<file path="config.mk">
export PLATFORM = sky130hd
export DESIGN_NAME = cfg_tlp_packer
export DESIGN_NICKNAME = d
export VERILOG_FILES = /design/src/rtl/cfg_tlp_pkg.sv /design/src/rtl/cfg_req_reg.sv /design/src/rtl/cfg_hdr_build.sv /design/src/rtl/cfg_beat_seq.sv /design/src/rtl/cfg_tlp_packer.sv
export SDC_FILE = /design/constraint.sdc
export NUM_CORES = 1
export LEC_CHECK = 0
export ABC_CLOCK_PERIOD_IN_PS = 1730
export BUFFER_PORTS_ARGS = -buffer_cell sky130_fd_sc_hd__buf_2
export CORE_MARGIN = 3
export CORE_UTILIZATION = 44
export CTS_CLUSTER_DIAMETER = 80
export CTS_CLUSTER_SIZE = 24
export DETAILED_ROUTE_END_ITERATION = 7
export GPL_ROUTABILITY_DRIVEN = 0
export PLACE_DENSITY = 0.76
export SKIP_CTS_REPAIR_TIMING = 1
export SLEW_MARGIN = 20
export SYNTH_ARGS = -nofsm -noshare
export SYNTH_HDL_FRONTEND = slang
export SYNTH_SLANG_ARGS = --single-unit
</file>
<file path="constraint.sdc">
create_clock -name clk_i -period 1.73 [get_ports clk_i]
set_input_delay 0.2595 -clock clk_i [delete_from_list [all_inputs] [get_ports clk_i]]
set_output_delay 0.2595 -clock clk_i [all_outputs]
set_load 0.03 [all_outputs]
</file>
<file path="src/rtl/cfg_tlp_pkg.sv">
package cfg_tlp_pkg;
  localparam int BUS_W   = 8;
  localparam int DEVFN_W = 8;
  localparam int OFF_W   = 12;
  localparam int DW_W    = 32;
  localparam int TAG_W   = 8;

  typedef logic [DW_W-1:0] dword_t;

  localparam logic [7:0] FT_RD_T0 = 8'h04;
  localparam logic [7:0] FT_RD_T1 = 8'h05;
  localparam logic [7:0] FT_WR_T0 = 8'h44;
  localparam logic [7:0] FT_WR_T1 = 8'h45;

  typedef struct packed {
    logic               write;
    logic [BUS_W-1:0]   bus;
    logic [DEVFN_W-1:0] devfn;
    logic [OFF_W-1:0]   offset;
    dword_t             wdata;
    logic [BUS_W-1:0]   root_bus;
  } cfg_req_t;

  typedef enum logic [1:0] {
    ST_IDLE = 2'd0,
    ST_HDR  = 2'd1,
    ST_MID  = 2'd2,
    ST_DATA = 2'd3
  } seq_st_e;
endpackage

</file>
<file path="src/rtl/cfg_req_reg.sv">
module cfg_req_reg
  import cfg_tlp_pkg::*;
(
  input  logic     clk_i,
  input  logic     rst_ni,
  input  logic     load_i,
  input  cfg_req_t req_i,
  output cfg_req_t req_o
);
  cfg_req_t req_q;

  always_ff @(posedge clk_i or negedge rst_ni) begin
    if (!rst_ni)     req_q <= '0;
    else if (load_i) req_q <= req_i;
  end

  assign req_o = req_q;
endmodule

</file>
<file path="src/rtl/cfg_hdr_build.sv">
module cfg_hdr_build
  import cfg_tlp_pkg::*;
#(
  parameter logic [TAG_W-1:0] RD_TAG = 8'h3A,
  parameter logic [TAG_W-1:0] WR_TAG = 8'h5B
) (
  input  cfg_req_t req_i,
  output dword_t   dw0_o,
  output dword_t   dw1_o,
  output dword_t   dw2_o,
  output dword_t   data_o,
  output logic     aligned_o
);
  localparam int LEN_W = 10;
  localparam int BE_W  = 4;

  logic             local_bus;
  logic [7:0]       fmt_type;
  logic [TAG_W-1:0] tag;

  assign local_bus = (req_i.bus == req_i.root_bus);

  always_comb begin
    unique case ({req_i.write, local_bus})
      2'b00:   fmt_type = FT_RD_T1;
      2'b01:   fmt_type = FT_RD_T0;
      2'b10:   fmt_type = FT_WR_T1;
      default: fmt_type = FT_WR_T0;
    endcase
  end

  assign tag = req_i.write ? WR_TAG : RD_TAG;

  assign dw0_o = {fmt_type, {(DW_W-8-LEN_W){1'b0}}, LEN_W'(1)};
  assign dw1_o = {req_i.root_bus, req_i.devfn, tag, {(DW_W-BUS_W-DEVFN_W-TAG_W-BE_W){1'b0}},
                  {BE_W{1'b1}}};
  assign dw2_o = {req_i.bus, req_i.devfn, {(DW_W-BUS_W-DEVFN_W-OFF_W){1'b0}},
                  req_i.offset[OFF_W-1:2], 2'b00};

  // reads never carry payload
  assign data_o    = req_i.write ? req_i.wdata : '0;
  // quadword-aligned form applies to writes only
  assign aligned_o = req_i.write && (req_i.offset[2:0] == 3'b000);
endmodule

</file>
<file path="src/rtl/cfg_beat_seq.sv">
module cfg_beat_seq
  import cfg_tlp_pkg::*;
(
  input  logic   clk_i,
  input  logic   rst_ni,
  input  logic   start_i,
  input  logic   aligned_i,
  input  dword_t dw0_i,
  input  dword_t dw1_i,
  input  dword_t dw2_i,
  input  dword_t data_i,
  output logic   idle_o,
  output logic   beat_valid_o,
  input  logic   beat_ready_i,
  output dword_t beat_lo_o,
  output dword_t beat_hi_o,
  output logic   beat_sop_o,
  output logic   beat_eop_o
);
  seq_st_e st_q, st_d;

  always_comb begin
    st_d = st_q;
    unique case (st_q)
      ST_IDLE: if (start_i)      st_d = ST_HDR;
      ST_HDR:  if (beat_ready_i) st_d = ST_MID;
      ST_MID:  if (beat_ready_i) st_d = aligned_i ? ST_DATA : ST_IDLE;
      default: if (beat_ready_i) st_d = ST_IDLE;
    endcase
  end

  always_ff @(posedge clk_i or negedge rst_ni) begin
    if (!rst_ni) st_q <= ST_IDLE;
    else         st_q <= st_d;
  end

  always_comb begin
    beat_lo_o  = '0;
    beat_hi_o  = '0;
    beat_sop_o = 1'b0;
    beat_eop_o = 1'b0;
    unique case (st_q)
      ST_HDR: begin
        beat_lo_o  = dw0_i;
        beat_hi_o  = dw1_i;
        beat_sop_o = 1'b1;
      end
      ST_MID: begin
        beat_lo_o  = dw2_i;
        beat_hi_o  = aligned_i ? '0 : data_i;
        beat_eop_o = !aligned_i;
      end
      ST_DATA: begin
        beat_lo_o  = data_i;
        beat_eop_o = 1'b1;
      end
      default: ;
    endcase
  end

  assign idle_o       = (st_q == ST_IDLE);
  assign beat_valid_o = !idle_o;


  hold_stable_chk: assert property (@(posedge clk_i) disable iff (!rst_ni)
    beat_valid_o && !beat_ready_i |=> beat_valid_o && $stable(beat_lo_o) &&
      $stable(beat_hi_o) && $stable(beat_sop_o) && $stable(beat_eop_o));

  ready_after_eop_chk: assert property (@(posedge clk_i) disable iff (!rst_ni)
    beat_valid_o && beat_ready_i && beat_eop_o |=> idle_o);

  sop_eop_excl_chk: assert property (@(posedge clk_i) disable iff (!rst_ni)
    beat_valid_o |-> !(beat_sop_o && beat_eop_o));

  first_sop_chk: assert property (@(posedge clk_i) disable iff (!rst_ni)
    start_i |=> beat_valid_o && beat_sop_o);
endmodule

</file>
<file path="src/rtl/cfg_tlp_packer.sv">
module cfg_tlp_packer
  import cfg_tlp_pkg::*;
#(
  parameter logic [7:0] RD_TAG = 8'h3A,
  parameter logic [7:0] WR_TAG = 8'h5B
) (
  input  logic        clk_i,
  input  logic        rst_ni,
  input  logic        req_valid_i,
  output logic        req_ready_o,
  input  logic        req_write_i,
  input  logic [7:0]  req_bus_i,
  input  logic [7:0]  req_devfn_i,
  input  logic [11:0] req_offset_i,
  input  logic [31:0] req_wdata_i,
  input  logic [7:0]  root_bus_i,
  output logic        beat_valid_o,
  input  logic        beat_ready_i,
  output logic [31:0] beat_lo_o,
  output logic [31:0] beat_hi_o,
  output logic        beat_sop_o,
  output logic        beat_eop_o
);
  cfg_req_t req_in, req_q;
  dword_t   dw0, dw1, dw2, data;
  logic     aligned, idle, accept;

  assign req_in = '{write: req_write_i, bus: req_bus_i, devfn: req_devfn_i,
                    offset: req_offset_i, wdata: req_wdata_i, root_bus: root_bus_i};
  assign accept      = req_valid_i && idle;
  assign req_ready_o = idle;

  cfg_req_reg u_req (
    .clk_i  (clk_i),
    .rst_ni (rst_ni),
    .load_i (accept),
    .req_i  (req_in),
    .req_o  (req_q)
  );

  cfg_hdr_build #(.RD_TAG(RD_TAG), .WR_TAG(WR_TAG)) u_hdr (
    .req_i     (req_q),
    .dw0_o     (dw0),
    .dw1_o     (dw1),
    .dw2_o     (dw2),
    .data_o    (data),
    .aligned_o (aligned)
  );

  cfg_beat_seq u_seq (
    .clk_i        (clk_i),
    .rst_ni       (rst_ni),
    .start_i      (accept),
    .aligned_i    (aligned),
    .dw0_i        (dw0),
    .dw1_i        (dw1),
    .dw2_i        (dw2),
    .data_i       (data),
    .idle_o       (idle),
    .beat_valid_o (beat_valid_o),
    .beat_ready_i (beat_ready_i),
    .beat_lo_o    (beat_lo_o),
    .beat_hi_o    (beat_hi_o),
    .beat_sop_o   (beat_sop_o),
    .beat_eop_o   (beat_eop_o)
  );


  hdr_len_chk: assert property (@(posedge clk_i) disable iff (!rst_ni)
    beat_valid_o && beat_sop_o |-> beat_lo_o[23:0] == 24'h000001);

  no_accept_busy_chk: assert property (@(posedge clk_i) disable iff (!rst_ni)
    beat_valid_o |-> !req_ready_o);
endmodule

</file>
==> key figures <==
Worst setup path
  • Setup slack, reg-to-reg: about 0.04 ns
  • Worst Setup End Kind: output port
  • Critical path required time: 1.47 ns
  • CP max FO: 5
  • Delay of the slowest cell on the worst path: approximately 0.4 ns
  • Slowest cell on crit path: dfrtp_2
  • CP Cell Sequence: inv_4 -> ha_4 -> nand3_4 -> nor2_4 -> buf_12 -> buf_8 -> a22o_1 -> buf_6
  • Worst setup SP type: flop
  • Kind of critical path: flop to output port
  • Reg2Reg Depth: 7
  • Arr. time, crit path: between 1.5 and 2 ns

CTS
  • Clock Latency Late Sink: between 0.3 and 0.4 ns
  • TritonCTS clock tree: yes
  • Total CTS buffers: 9
  • H-tree Lvls: 3
  • Clock Tree Root: clkbuf_8
  • Clock transition at path regs: 0.07 ns
  • CTS Buffer Depth: 2
  • Clock Sinks: between 70 and 80

Drt
  • Drt via density: ~5.4
  • Vias: between 3,000 and 4,000
  • Drt wl/cell: 20.1 um
  • Drc violations: 0
  • Router iterations before antenna repair: 5
  • Initial DRC count: roughly 120
  • Post-DRT Antenna Nets: 0
  • WL final: 11,300 um

Place
  • Placed inst area: about 4700 um^2
  • Port Buffers: between 100 and 150
  • Cells after DPL: between 500 and 600
  • Final HPWL DP: between 6000 and 7000 um
  • Dpl ws: -0.266 ns

Global routing
  • Total grt overflow: 0
  • Global-route wire length before repair: approximately 14,000 um
  • Largest net degree at the start of global routing: 40
  • Gr usage total: 0.204
  • Vias in the first global route: ~2,800
  • Initial antenna violation count: 0

Timing
  • Final Critical Period: ~2.2 ns
  • Hold Slack: 0.139 ns
  • Final Hold Fails: 0
  • Worst setup margin: -0.472 ns
  • Final Max Slew Viols: 0
  • Clock skew: 0.00753 ns
  • Slew margin rel.: 0.654
  • Final setup fails: 65
  • Worst Tran Pin Value: between 0.5 and 0.6 ns
  • Fmax: 454 MHz
  • Fin crit share: 1.27
  • Post-route setup TNS: -24.53 ns
  • RSZ-0062 raised after global routing: yes

Power
  • Worst ir drop on vdd: roughly 920 uV
  • Cell leakage power: 2.79 nW
  • Power Density: approximately 1900 nW/um^2

Layout
  • Antenna Cells: 0
  • Nets@finish: approximately 540
  • Area added between synthesis and finish: 62.5%
  • Fraction of layout cells with a size suffix above 1: 0.754
  • Commonest non-fill, non-tap cell in the layout: buf_2
  • Final instance area: between 5000 and 6000 um^2
  • Fin cells: between 500 and 600
  • Most frequent cells in the layout: buf_2 (74), buf_6 (70), dfrtp_1 (70)

Worst hold path
  • Min-Delay Path Class: input pin to flop
  • Hold depth: 2

Synth
  • Post-synthesis sequential area ratio: 0.498
  • Post-synth cell types: 29
  • Cells after synthesis: 275
  • Yosys reg bits: a little over 70
  • Post-Syn Nets: roughly 350
  • YS warnings: 0
  • Mapped cell area: around 3600 um^2
  • Avg Inst Size Synth: 13.0 um^2

Run
  • Max cap viols: 0

Status
  • Failing checks: setup timing
  • Run status: finished with violations

Floorplanning
  • Core Area: slightly below 8000 um^2
  • Die height: a little under 100 um
  • Area of the die: 9230 um^2
  • FP Rows: 32
  • Initial Util: 0.457
  • I/O pin total: 141
  • Die width: approximately 96 um
-- path summary, 6_finish.rpt --
| check | startpoint | to |
|---|---|---|
| setup / recovery | u_seq.st_q[0]$_DFFE_PN0P_ | beat_hi_o[24] |
| hold reg to reg | u_req.req_o[44]$_DFFE_PN0P_ | u_req.req_o[44]$_DFFE_PN0P_ |
| hold / removal | req_wdata_i[10] | u_req.req_o[18]$_DFFE_PN0P_ |
| min in group asynchronous | rst_ni | u_req.req_o[62]$_DFFE_PN0P_ |
| max in group asynchronous | rst_ni | u_req.req_o[36]$_DFFE_PN0P_ |
| setup reg to reg | u_seq.st_q[1]$_DFFE_PN0P_ | u_req.req_o[54]$_DFFE_PN0P_ |
-- per-stage QoR --
stage	power (mW)	util
2_1_floorplan	6.78	-
3_3_place_gp	8.16	0.607
3_5_place_dp	8.29	0.607
4_1_cts	9.54	0.630
5_1_grt	11.7	0.743
6_report	11.2	0.743
-- state kept, by name, indices dropped and copies added (netlist names) --
signal       flops
u_req.req_o     69
u_seq.st_q       2
-- cell usage after synthesis --
master,instances,area [um^2]
a32oi_1,2,17.5
buf_4,8,60.1
xnor2_1,8,70.1
buf_6,2,22.5
nand2_2,1,6.26
dfrtp_1,71,1780
and2_1,12,75.1
a211oi_1,1,7.51
a22oi_1,1,7.51
nor3b_2,1,12.5
nor2_2,1,6.26
o21ai_0,6,30.0
nand4_1,2,12.5
ha_1,6,75.1
nand2_1,20,75.1
mux2_1,1,11.3
nor2_1,1,3.75
a21o_1,3,22.5
mux2_2,59,664
mux2_4,10,150
nor2_4,1,11.3
a22o_1,41,359
nor3_2,1,10.0
nand3_1,2,10.0
inv_1,3,11.3
nor2b_2,1,8.76
buf_2,8,40.0
o22ai_1,1,6.26
nor2b_1,1,6.26
-- power breakdown --
part / total, mW / leakage (nW) / switching [mW] / internal [mW]
Clock: 1.23 / 0.0898 / 0.593 / 0.634
Sequential: 3.38 / 0.834 / 0.860 / 2.52
Combinational: 6.56 / 1.87 / 3.09 / 3.47
-- routing by layer --
metal  global-route usage  vias up  wire length, um
met5                    0        -                0
met4               0.0427        0              176
met2                0.344      129             5820
met1                0.264     1505             4570
met3               0.0532       24              732
li1                     -     1365                -
-- critical path: cells and delay by family (launching register included) --
| family | cells | cell delay [ns] |
|---|---|---|
| AO/OA/AOI/OAI | 1 | 0.17 |
| AND/OR/NAND/NOR | 2 | 0.24 |
| adder cells (fa/ha/maj) | 1 | 0.29 |
| flip-flops | 1 | 0.41 |
| buffers and inverters | 4 | 0.47 |
-- layout make-up --
type | count | area [um^2]
multi-input cells | 184 | 2030
fillers | 498 | 2010
flip-flops and latches | 71 | 1780
repair buffers | 187 | 1670
clock buffers | 15 | 176
well taps | 102 | 128
inverters | 3 | 13.8
-- kinds of logic after synthesis --
group                    after synthesis  synth area share
flip-flops                            71             0.498
AND/OR/NAND/NOR                       44            0.0666
AO/OA/AOI/OAI                         55             0.126
multiplexers                          70             0.231
buffers and inverters                 21            0.0375
adder cells (fa/ha/maj)                6            0.0210
XOR/XNOR                               8            0.0196
Power figures use the tool's default switching activity.
